[src/rtl/adc_pair_seq_pkg.sv]
package adc_pair_seq_pkg;
  typedef enum logic [3:0] {
    ST_IDLE, ST_CONV_LOW, ST_WAIT_BUSY, ST_CS_ASSERT, ST_RD1,
    ST_GAP, ST_RD2, ST_CS_RELEASE, ST_SETTLE
  } seq_state_e;

  function automatic int max2(input int a, input int b);
    return (a > b) ? a : b;
  endfunction
endpackage

[src/rtl/adc_pair_seq_sync.sv]
module adc_pair_seq_sync #(
  parameter int STAGES = 2
) (
  input  logic clk_i,
  input  logic rst_ni,
  input  logic d_i,
  output logic q_o
);
  logic [STAGES-1:0] sr_q;

  always_ff @(posedge clk_i or negedge rst_ni) begin
    if (!rst_ni) sr_q <= '0;
    else         sr_q <= {sr_q[STAGES-2:0], d_i};
  end

  assign q_o = sr_q[STAGES-1];
endmodule

[src/rtl/adc_pair_seq_timer.sv]
module adc_pair_seq_timer #(
  parameter int W = 4
) (
  input  logic         clk_i,
  input  logic         rst_ni,
  input  logic         load_i,
  input  logic [W-1:0] val_i,
  output logic         done_o
);
  logic [W-1:0] cnt_q;

  always_ff @(posedge clk_i or negedge rst_ni) begin
    if (!rst_ni)             cnt_q <= '0;
    else if (load_i)         cnt_q <= val_i;
    else if (cnt_q != '0)    cnt_q <= cnt_q - 1'b1;
  end

  assign done_o = (cnt_q == '0);
endmodule

[src/rtl/adc_pair_seq_selgate.sv]
module adc_pair_seq_selgate #(
  parameter int SETUP = 20
) (
  input  logic clk_i,
  input  logic rst_ni,
  input  logic req_i,
  input  logic open_i,
  output logic pair_o,
  output logic ready_o
);
  localparam int AW = $clog2(SETUP + 1);
  localparam logic [AW-1:0] AGE_MAX = AW'(SETUP);

  logic [AW-1:0] age_q;
  logic          chg;

  assign chg = open_i && (pair_o != req_i);

  always_ff @(posedge clk_i or negedge rst_ni) begin
    if (!rst_ni) begin
      pair_o <= 1'b0;
      age_q  <= AGE_MAX;
    end else if (chg) begin
      pair_o <= req_i;
      age_q  <= '0;
    end else if (age_q != AGE_MAX) begin
      age_q  <= age_q + 1'b1;
    end
  end

  assign ready_o = (age_q == AGE_MAX) && (pair_o == req_i);
endmodule

[src/rtl/adc_pair_seq.sv]
module adc_pair_seq
  import adc_pair_seq_pkg::*;
#(
  parameter int DW               = 12,
  parameter int CONV_LOW_CYC     = 2,
  parameter int CS_SETUP_CYC     = 1,
  parameter int RD_LOW_CYC       = 2,
  parameter int RD_GAP_CYC       = 1,
  parameter int SETTLE_CYC       = 15,
  parameter int SEL_SETUP_CYC    = 20,
  parameter int BUSY_TIMEOUT_CYC = 250,
  parameter int SYNC_STAGES      = 2
) (
  input  logic          clk_i,
  input  logic          rst_ni,
  input  logic          start_i,
  input  logic          cont_i,
  input  logic          pair_sel_i,
  input  logic          busy_i,
  input  logic [DW-1:0] data_i,
  output logic          convst_no,
  output logic          cs_no,
  output logic          rd_no,
  output logic          pair_o,
  output logic          valid_o,
  output logic [DW-1:0] res0_o,
  output logic [DW-1:0] res1_o,
  output logic          tag_o,
  output logic          timeout_o
);
  localparam int PH_MAX = max2(max2(CONV_LOW_CYC, CS_SETUP_CYC),
                               max2(max2(RD_LOW_CYC, RD_GAP_CYC), SETTLE_CYC));
  localparam int CW = $clog2(PH_MAX + 1);
  localparam int TW = $clog2(BUSY_TIMEOUT_CYC + 1);

  seq_state_e    state_q, state_d;
  logic [CW-1:0] ph_val;
  logic          ph_done, busy_s, sel_ready, sel_open, launch;
  logic          saw_busy_q, cap0, cap1, to_fire;
  logic [TW-1:0] wait_q;

  adc_pair_seq_sync #(.STAGES(SYNC_STAGES)) u_sync (
    .clk_i, .rst_ni, .d_i(busy_i), .q_o(busy_s));

  adc_pair_seq_timer #(.W(CW)) u_timer (
    .clk_i, .rst_ni, .load_i(state_d != state_q), .val_i(ph_val), .done_o(ph_done));

  // select may move only with convst high and no read pending
  assign sel_open = (state_q == ST_IDLE) || (state_q == ST_WAIT_BUSY && busy_s);

  adc_pair_seq_selgate #(.SETUP(SEL_SETUP_CYC)) u_sel (
    .clk_i, .rst_ni, .req_i(pair_sel_i), .open_i(sel_open),
    .pair_o(pair_o), .ready_o(sel_ready));

  assign launch = (start_i || cont_i) && sel_ready;

  always_comb begin
    state_d = state_q;
    ph_val  = '0;
    cap0    = 1'b0;
    cap1    = 1'b0;
    to_fire = 1'b0;
    unique case (state_q)
      ST_IDLE:
        if (launch) begin
          state_d = ST_CONV_LOW; ph_val = CW'(CONV_LOW_CYC - 1);
        end
      ST_CONV_LOW:
        if (ph_done) state_d = ST_WAIT_BUSY;
      ST_WAIT_BUSY:
        if (saw_busy_q && !busy_s) begin
          state_d = ST_CS_ASSERT; ph_val = CW'(CS_SETUP_CYC - 1);
        end else if (wait_q == TW'(BUSY_TIMEOUT_CYC - 1)) begin
          state_d = ST_IDLE; to_fire = 1'b1;
        end
      ST_CS_ASSERT:
        if (ph_done) begin
          state_d = ST_RD1; ph_val = CW'(RD_LOW_CYC - 1);
        end
      ST_RD1:
        if (ph_done) begin
          state_d = ST_GAP; ph_val = CW'(RD_GAP_CYC - 1); cap0 = 1'b1;
        end
      ST_GAP:
        if (ph_done) begin
          state_d = ST_RD2; ph_val = CW'(RD_LOW_CYC - 1);
        end
      ST_RD2:
        if (ph_done) begin
          state_d = ST_CS_RELEASE; cap1 = 1'b1;
        end
      ST_CS_RELEASE: begin
        state_d = ST_SETTLE; ph_val = CW'(SETTLE_CYC - 1);
      end
      ST_SETTLE:
        if (ph_done) begin
          if (launch) begin
            state_d = ST_CONV_LOW; ph_val = CW'(CONV_LOW_CYC - 1);
          end else begin
            state_d = ST_IDLE;
          end
        end
      default: state_d = ST_IDLE;
    endcase
  end

  always_ff @(posedge clk_i or negedge rst_ni) begin
    if (!rst_ni) begin
      state_q    <= ST_IDLE;
      saw_busy_q <= 1'b0;
      wait_q     <= '0;
      timeout_o  <= 1'b0;
      res0_o     <= '0;
      res1_o     <= '0;
      tag_o      <= 1'b0;
    end else begin
      state_q    <= state_d;
      timeout_o  <= to_fire;
      saw_busy_q <= (state_q == ST_WAIT_BUSY) && (saw_busy_q || busy_s);
      wait_q     <= (state_q == ST_WAIT_BUSY) ? wait_q + 1'b1 : '0;
      if (cap0) res0_o <= data_i;
      if (cap1) begin
        res1_o <= data_i;
        tag_o  <= pair_o;
      end
    end
  end

  assign convst_no = (state_q != ST_CONV_LOW);
  assign cs_no     = !(state_q inside {ST_CS_ASSERT, ST_RD1, ST_GAP, ST_RD2, ST_CS_RELEASE});
  assign rd_no     = !(state_q inside {ST_RD1, ST_RD2});
  assign valid_o   = (state_q == ST_CS_RELEASE);
endmodule

[config.mk]
export PLATFORM = sky130hd
export DESIGN_NAME = adc_pair_seq
export DESIGN_NICKNAME = d
export VERILOG_FILES = /design/src/rtl/adc_pair_seq_pkg.sv /design/src/rtl/adc_pair_seq_sync.sv /design/src/rtl/adc_pair_seq_timer.sv /design/src/rtl/adc_pair_seq_selgate.sv /design/src/rtl/adc_pair_seq.sv
export SDC_FILE = /design/constraint.sdc
export NUM_CORES = 1
export LEC_CHECK = 0
export ABC_AREA = 0
export CORE_MARGIN = 2
export CORE_UTILIZATION = 46
export CTS_CLUSTER_SIZE = 16
export DETAILED_ROUTE_END_ITERATION = 12
export PLACE_DENSITY = 0.73
export SLEW_MARGIN = 5
export SYNTH_ARGS = -nofsm -noshare
export SYNTH_HDL_FRONTEND = slang
export SYNTH_SLANG_ARGS = --single-unit
[constraint.sdc]
create_clock -name clk_i -period 3.84 [get_ports clk_i]
set_clock_uncertainty 0.1 [all_clocks]
set_input_delay 0.576 -clock clk_i [delete_from_list [all_inputs] [get_ports clk_i]]
set_output_delay 0.576 -clock clk_i [all_outputs]
set_load 0.005 [all_outputs]
==> qor.csv, run 1 <==
metric;value;unit
status;finished, final reports clean;
Post-CTS Repair Setup Buffers;0;
Die X;75.6;µm
first-pass GRT wire length;7.65;mm
Final Hold Violating Endpoints;0;
remaining global-route overflow;0;
Final Critical Period;2500;ps
R2R Setup Slk;1390;ps
top cells by area, synth;dfrtp_1 52%, mux2_2 12%, xor2_1 3.0%;
CTS buffer count;5;
Core ar.;5040;µm²
drt pass-1 iters;5;
family with the most delay on the worst path;flip-flops;
# IOs;49;
Post-Syn Area per Cell;11.3;µm²
clk root buf;clkbuf_8;
Layout Nets;280;
ANT cells;0;
Achievable Freq;400;MHz
most instantiated library cell after synthesis;dfrtp_1;
Main synth FF type;dfrtp_1;
register clock-pin slew on the reported worst setup and hold paths;90;ps
FF-to-FF Start;u_timer.cnt_q[0]$_DFFE_PN0P_;
antenna viol nets, final;0;
CP endpoint kind;output pin;
worst skew pair latency;300;ps
Critical Path Start Type;flip-flop;
Synth cell types;40;
placed insts;320;
final wirelength;4.50;mm
maxcap violations;0;
CP arrival;1830;ps
CP Depth;3;
vias in the first global route;1699;
worst vdd ir;0.437;mV
Hold Crit Class;in2async;
pre-CTS WS;1300;ps
Reg2Reg Depth;6;
crit-path max FO;15;
WL/cell;13.7;µm
layout cells sized above 1;16.3;%
Tot GR Track Use;17.7;%
Syn Nets;232;
RSZ-0062 raised after global routing;false;
WS Path Type;reg2out;
Post-CTS Hold Fix Bufs;0;
post-detail-place hpwl;3.24;mm
largest area contributor in the netlist;dfrtp_1;
worst hold slack;117;ps
Synth Register Bits;51;
row count;26;
Synth async-reset ratio;100;%
Final Setup Violations;0;
Slew Limit Fails;0;
crit path from;state_q[1]$_DFF_PN0_;
DRT iter0 DRCs;137;
Synth top area share;52.0;%
Post-Syn Area;2360;µm²
post-CTS sizing;0;
# fillers;431;
Port Buf Inserts;48;
area delta synth->final;26.6;%
FF-to-FF End;res1_o[0]$_DFFE_PN0P_;
CTS tree;built;
design area;2990;µm²
Seq/Total Area, Yosys;54.2;%
Worst Path Required;3160;ps
synth warn;0;
clock buffer depth;2;
Slowest-stage cell, CP;dfrtp_1;
LEAKAGE;1.28;nW
setup ws final;1340;ps
H-Tree Depth;2;
EDFF count, synth;0;
DR vias;1688;
WP buf/inv;2;
setup_tns;0;ps
Cells after Synth;209;
critical path cell sequence;nand4b_1 > inv_1 > clkdlybuf4s50_1;
Critical Path Max Stage Delay;640;ps
die height;75.6;µm
placement-stage cell area;2890;µm²
Commonest cells post-synth;49 x dfrtp_1, 26 x mux2_2, 18 x nor2_1;
Worst Max-Slew Pin Slew;763;ps
CP Capture Point;valid_o;
DR vias/cell;5.15;
die area;5720;µm²
initial core utilization;46.8;%
Slew Limit Headroom;49.0;%
final instance count without filler cells;328;
# DRC;0;
RePlAce Congestion;0.788;
Final period util;65.1;%
initial antenna violation count;0;
PwrDens;579;nW/µm²
largest net degree at the start of global routing;32;
Sink Count;51;
==> power breakdown <==
part | internal [mW] | leakage [nW] | switching (mW) | total (mW)
clock network | 0.147 | 0.0516 | 0.172 | 0.320
registers | 0.679 | 0.630 | 0.116 | 0.795
logic | 0.372 | 0.600 | 0.242 | 0.614
total | 1.20 | 1.28 | 0.529 | 1.73
==> registers in the layout (all words and copies together), names as in the netlist, 2 cells and up <==
| register | flops |
|---|---|
| res0_o | 12 |
| res1_o | 12 |
| wait_q | 8 |
| u_sel.age_q | 5 |
| state_q | 4 |
| u_timer.cnt_q | 4 |
| u_sync.sr_q | 2 |
==> per-layer routing <==
metal / up-vias / GRT usage (%) / part of all wire, %
met2: 41 / 26.2 / 46
met4: 0 / 7.41 / 1.4
met1: 817 / 23.6 / 46
met3: 7 / 6.61 / 6.3
li1: 823 / - / -
met5: - / 0 / 0
==> cells in the final DEF, fill, tap and decap left out, drive strengths merged, types with 2 or more instances in the layout <==
cell            n
xnor2           3
nand3           9
and3            2
xor2            8
clkdlybuf4s50  47
or3             5
mux2           26
nor2           18
clkbuf          6
inv             9
a21oi          10
dfrtp          49
o21ai           9
o31ai           2
nor2b           4
buf             2
dfstp           2
nor4            2
nand2          15
nor3b           5
nor3            3
nand4b          2
ha              5
==> layout make-up <==
class                           count  area [µm²]  share of cell area (%)
Clock inverter                      2        13.8                   0.461
Clock buffer                        6        82.6                    2.76
Sequential cell                    51        1280                    42.8
Inverter                            8        30.0                    1.01
Tap cell                           70        87.6                    2.93
Timing Repair Buffer               49         483                    16.2
Multi-Input combinational cell    142        1010                    33.9
==> logic make-up after synthesis <==
| family | after synthesis | share of synthesized area, % |
|---|---|---|
| and+or+nand+nor | 69 | 15.5 |
| muxes | 27 | 12.8 |
| adders and majority gates | 5 | 2.65 |
| buffers and inverters | 16 | 2.92 |
| xor gates and xnor gates | 11 | 4.09 |
| DFF | 51 | 54.2 |
| AOI/OAI and AO/OA | 30 | 7.75 |
==> through the flow <==
stage	utilization, %	total power [mW]
2_1_floorplan	-	1.12
3_3_place_gp	57.3	1.41
3_5_place_dp	57.3	1.42
4_1_cts	59.2	1.75
5_1_grt	59.2	1.85
6_report	59.2	1.73
==> worst min path at each step <==
stage / startpoint / endpoint / slack (ps)
6_report: rst_ni / wait_q[3]$_DFF_PN0_ / 120
3_3_place_gp: u_sync.sr_q[0]$_DFF_PN0_ / u_sync.sr_q[1]$_DFF_PN0_ / 240
5_1_grt: rst_ni / u_timer.cnt_q[0]$_DFFE_PN0P_ / 140
4_1_cts: rst_ni / u_timer.cnt_q[1]$_DFFE_PN0P_ / 130
2_1_floorplan: rst_ni / res0_o[0]$_DFFE_PN0P_ / 180
3_5_place_dp: u_sync.sr_q[0]$_DFF_PN0_ / u_sync.sr_q[1]$_DFF_PN0_ / 250
Power figures use the tool's default switching activity.
==> run 2: changes to the inputs <==
--- a/config.mk
+++ b/config.mk
@@ -10,7 +10,7 @@
 export CORE_UTILIZATION = 46
 export CTS_CLUSTER_SIZE = 16
 export DETAILED_ROUTE_END_ITERATION = 12
-export PLACE_DENSITY = 0.73
+export PLACE_DENSITY = 0.76
 export SLEW_MARGIN = 5
 export SYNTH_ARGS = -nofsm -noshare
 export SYNTH_HDL_FRONTEND = slang
==> constraint.sdc (replaced) <==
create_clock -name clk_i -period 2.01 [get_ports clk_i]
set_clock_uncertainty 0.1 [all_clocks]
set_input_delay 0.3015 -clock clk_i [delete_from_list [all_inputs] [get_ports clk_i]]
set_output_delay 0.3015 -clock clk_i [all_outputs]
set_load 0.005 [all_outputs]
==> qor.csv, run 2 (same netlist as run 1, synthesis figures left out) <==
metric;value;unit;change
clock buffer depth;2;;unchanged
# IOs;49;;unchanged
final wirelength;5.01;mm;was 4.50 mm
area delta synth->final;40.1;%;was 26.6%
Critical Path Start Type;flip-flop;;unchanged
Layout Nets;307;;was 280
LEAKAGE;1.45;nW;was 1.28 nW
register clock-pin slew on the reported worst setup and hold paths;80;ps;was 90 ps
Final Critical Period;1990;ps;
largest net degree at the start of global routing;34;;was 32
Pwr Total;3.60;mW;was 1.73 mW
initial core utilization;46.8;%;unchanged
CP arrival;2100;ps;was 1830 ps
initial antenna violation count;0;;unchanged
row count;26;;unchanged
M1 WL;2.13;mm;was 2.09 mm
Hold Crit Class;reg2reg;;was in2async
Port Buf Inserts;48;;unchanged
RePlAce Congestion;0.820;;was 0.788
PwrDens;1090;nW/µm²;was 579 nW/µm²
area of the multi-input gates;1090;µm²;was 1010 µm²
die height;75.6;µm;unchanged
remaining global-route overflow;0;;unchanged
Sink Count;51;;unchanged
maxcap violations;0;;unchanged
H-Tree Depth;2;;unchanged
clk root buf;clkbuf_8;;unchanged
CTS buffer count;5;;unchanged
# DRC;0;;unchanged
Slew Limit Fails;0;;unchanged
Worst Max-Slew Pin Slew;565;ps;was 763 ps
CP endpoint kind;flip-flop;;was output pin
drt pass-1 iters;4;;was 5
vias in the first global route;1844;;was 1,699
worst vdd ir;0.655;mV;was 0.437 mV
worst skew pair latency;290;ps;was 300 ps
Die X;75.6;µm;unchanged
DR vias/cell;5.22;;was 5.15
DRT iter0 DRCs;139;;was 137
Final Hold Violating Endpoints;0;;unchanged
Final Setup Violations;0;;unchanged
status;finished, final reports clean;;unchanged
crit-path max FO;5;;was 15
most frequent cells in the layout;46 x dfrtp_1, 45 x clkdlybuf4s50_1, 26 x mux2_2;;was 49 x dfrtp_1, 47 x clkdlybuf4s50_1, 26 x mux2_2
met2 WL post-DR;2.51;mm;was 2.06 mm
Core ar.;5040;µm²;unchanged
WL/cell;14.1;µm;was 13.7 µm
post-detail-place hpwl;3.64;mm;was 3.24 mm
die area;5720;µm²;unchanged
highest routed layer;met4;;unchanged
Reg area;1280;µm²;about the same
DR vias;1853;;was 1,688
CTS tree;built;;unchanged
Worst Path Required;2120;ps;was 3160 ps
Final period util;99.1;%;
DR WL met3;346;µm;was 283 µm
Tot GR Track Use;18.8;%;was 17.7%
WS Path Type;reg2reg;;was reg2out
first-pass GRT wire length;8.15;mm;was 7.65 mm
ANT cells;0;;unchanged
layout cells sized above 1;29.1;%;was 16.3%
antenna viol nets, final;0;;unchanged
# fillers;416;;was 431
most common cell after layout, fill and taps aside;dfrtp_1;;unchanged
Achievable Freq;502;MHz;
RSZ-0062 raised after global routing;true;;was false
Slew Limit Headroom;62.0;%;was 49.0%
Largest regs;res0_o (12), res1_o (12), wait_q (8);;unchanged
setup_tns;0;ps;unchanged
run 2: cell count changes in the layout (fill, tap and decap cells not counted), moves of 3 or more:
cell	change
buf_4	+23
dfrtp_2	+3
nor2_1	-3
buf_12	+3
dfrtp_1	-3
run 2: through the flow:
stage	util [%]	std cells	setup WS, ps	hold WS, ps	area (µm²)
6_report	65.5	355	17.3	260	3300
5_1_grt	65.5	355	-47.1	283	3300
4_1_cts	63.8	352	7.29	267	3220
3_5_place_dp	61.2	341	-187	170	3090
3_3_place_gp	61.2	341	-152	169	3090
2_1_floorplan	-	209	-39.7	-94.1	2370
run 2: repair_timing:
action,in CTS,in global routing
endpoints found under the setup margin,31,30
buffers inserted,2,3
pin swaps,0,0
gates resized for setup,8,15
hold endpoints to repair,18,0
hold buffers,1,0
run 2: cell type report:
class	instances	area share, %
Multi-Input combinational cell	142	33.0
Inverter	8	0.909
Tap cell	70	2.65
Timing Repair Buffer	76	22.0
Clock buffer	6	2.20
Sequential cell	51	38.8
Clock inverter	2	0.417
run 2: power breakdown:
group | switching, mW | internal [mW]
Combinational | 0.617 | 0.928
Clock | 0.327 | 0.246
Sequential | 0.181 | 1.30
Total | 1.13 | 2.47
run 2: layer usage:
layer,vias up,track usage (%)
met5,-,0
met4,0,5.46
met3,4,7.01
met2,43,30.2
met1,929,24.0
li1,877,-
run 2: critical path, stage by stage, from the launching register on:
cell and delay, ps:
dfrtp_1 400, inv_2 90, ha_4 130, or3b_4 420
nand3_1 160, o2111ai_4 170, nor3b_1 210, o31ai_1 230
run 2: worst paths after layout:
check	startpoint	end	slack, ps	cells after the start
setup / recovery	u_timer.cnt_q[0]$_DFFE_PN0P_	u_timer.cnt_q[2]$_DFFE_PN0P_	20	7
hold / removal	u_sync.sr_q[0]$_DFF_PN0_	u_sync.sr_q[1]$_DFF_PN0_	260	0
setup reg to reg	u_timer.cnt_q[0]$_DFFE_PN0P_	u_timer.cnt_q[2]$_DFFE_PN0P_	20	7
hold reg to reg	u_sync.sr_q[0]$_DFF_PN0_	u_sync.sr_q[1]$_DFF_PN0_	260	0
max in group asynchronous	rst_ni	u_sel.age_q[4]$_DFFE_PN1P_	840	3
min in group asynchronous	rst_ni	res1_o[7]$_DFFE_PN0P_	370	2
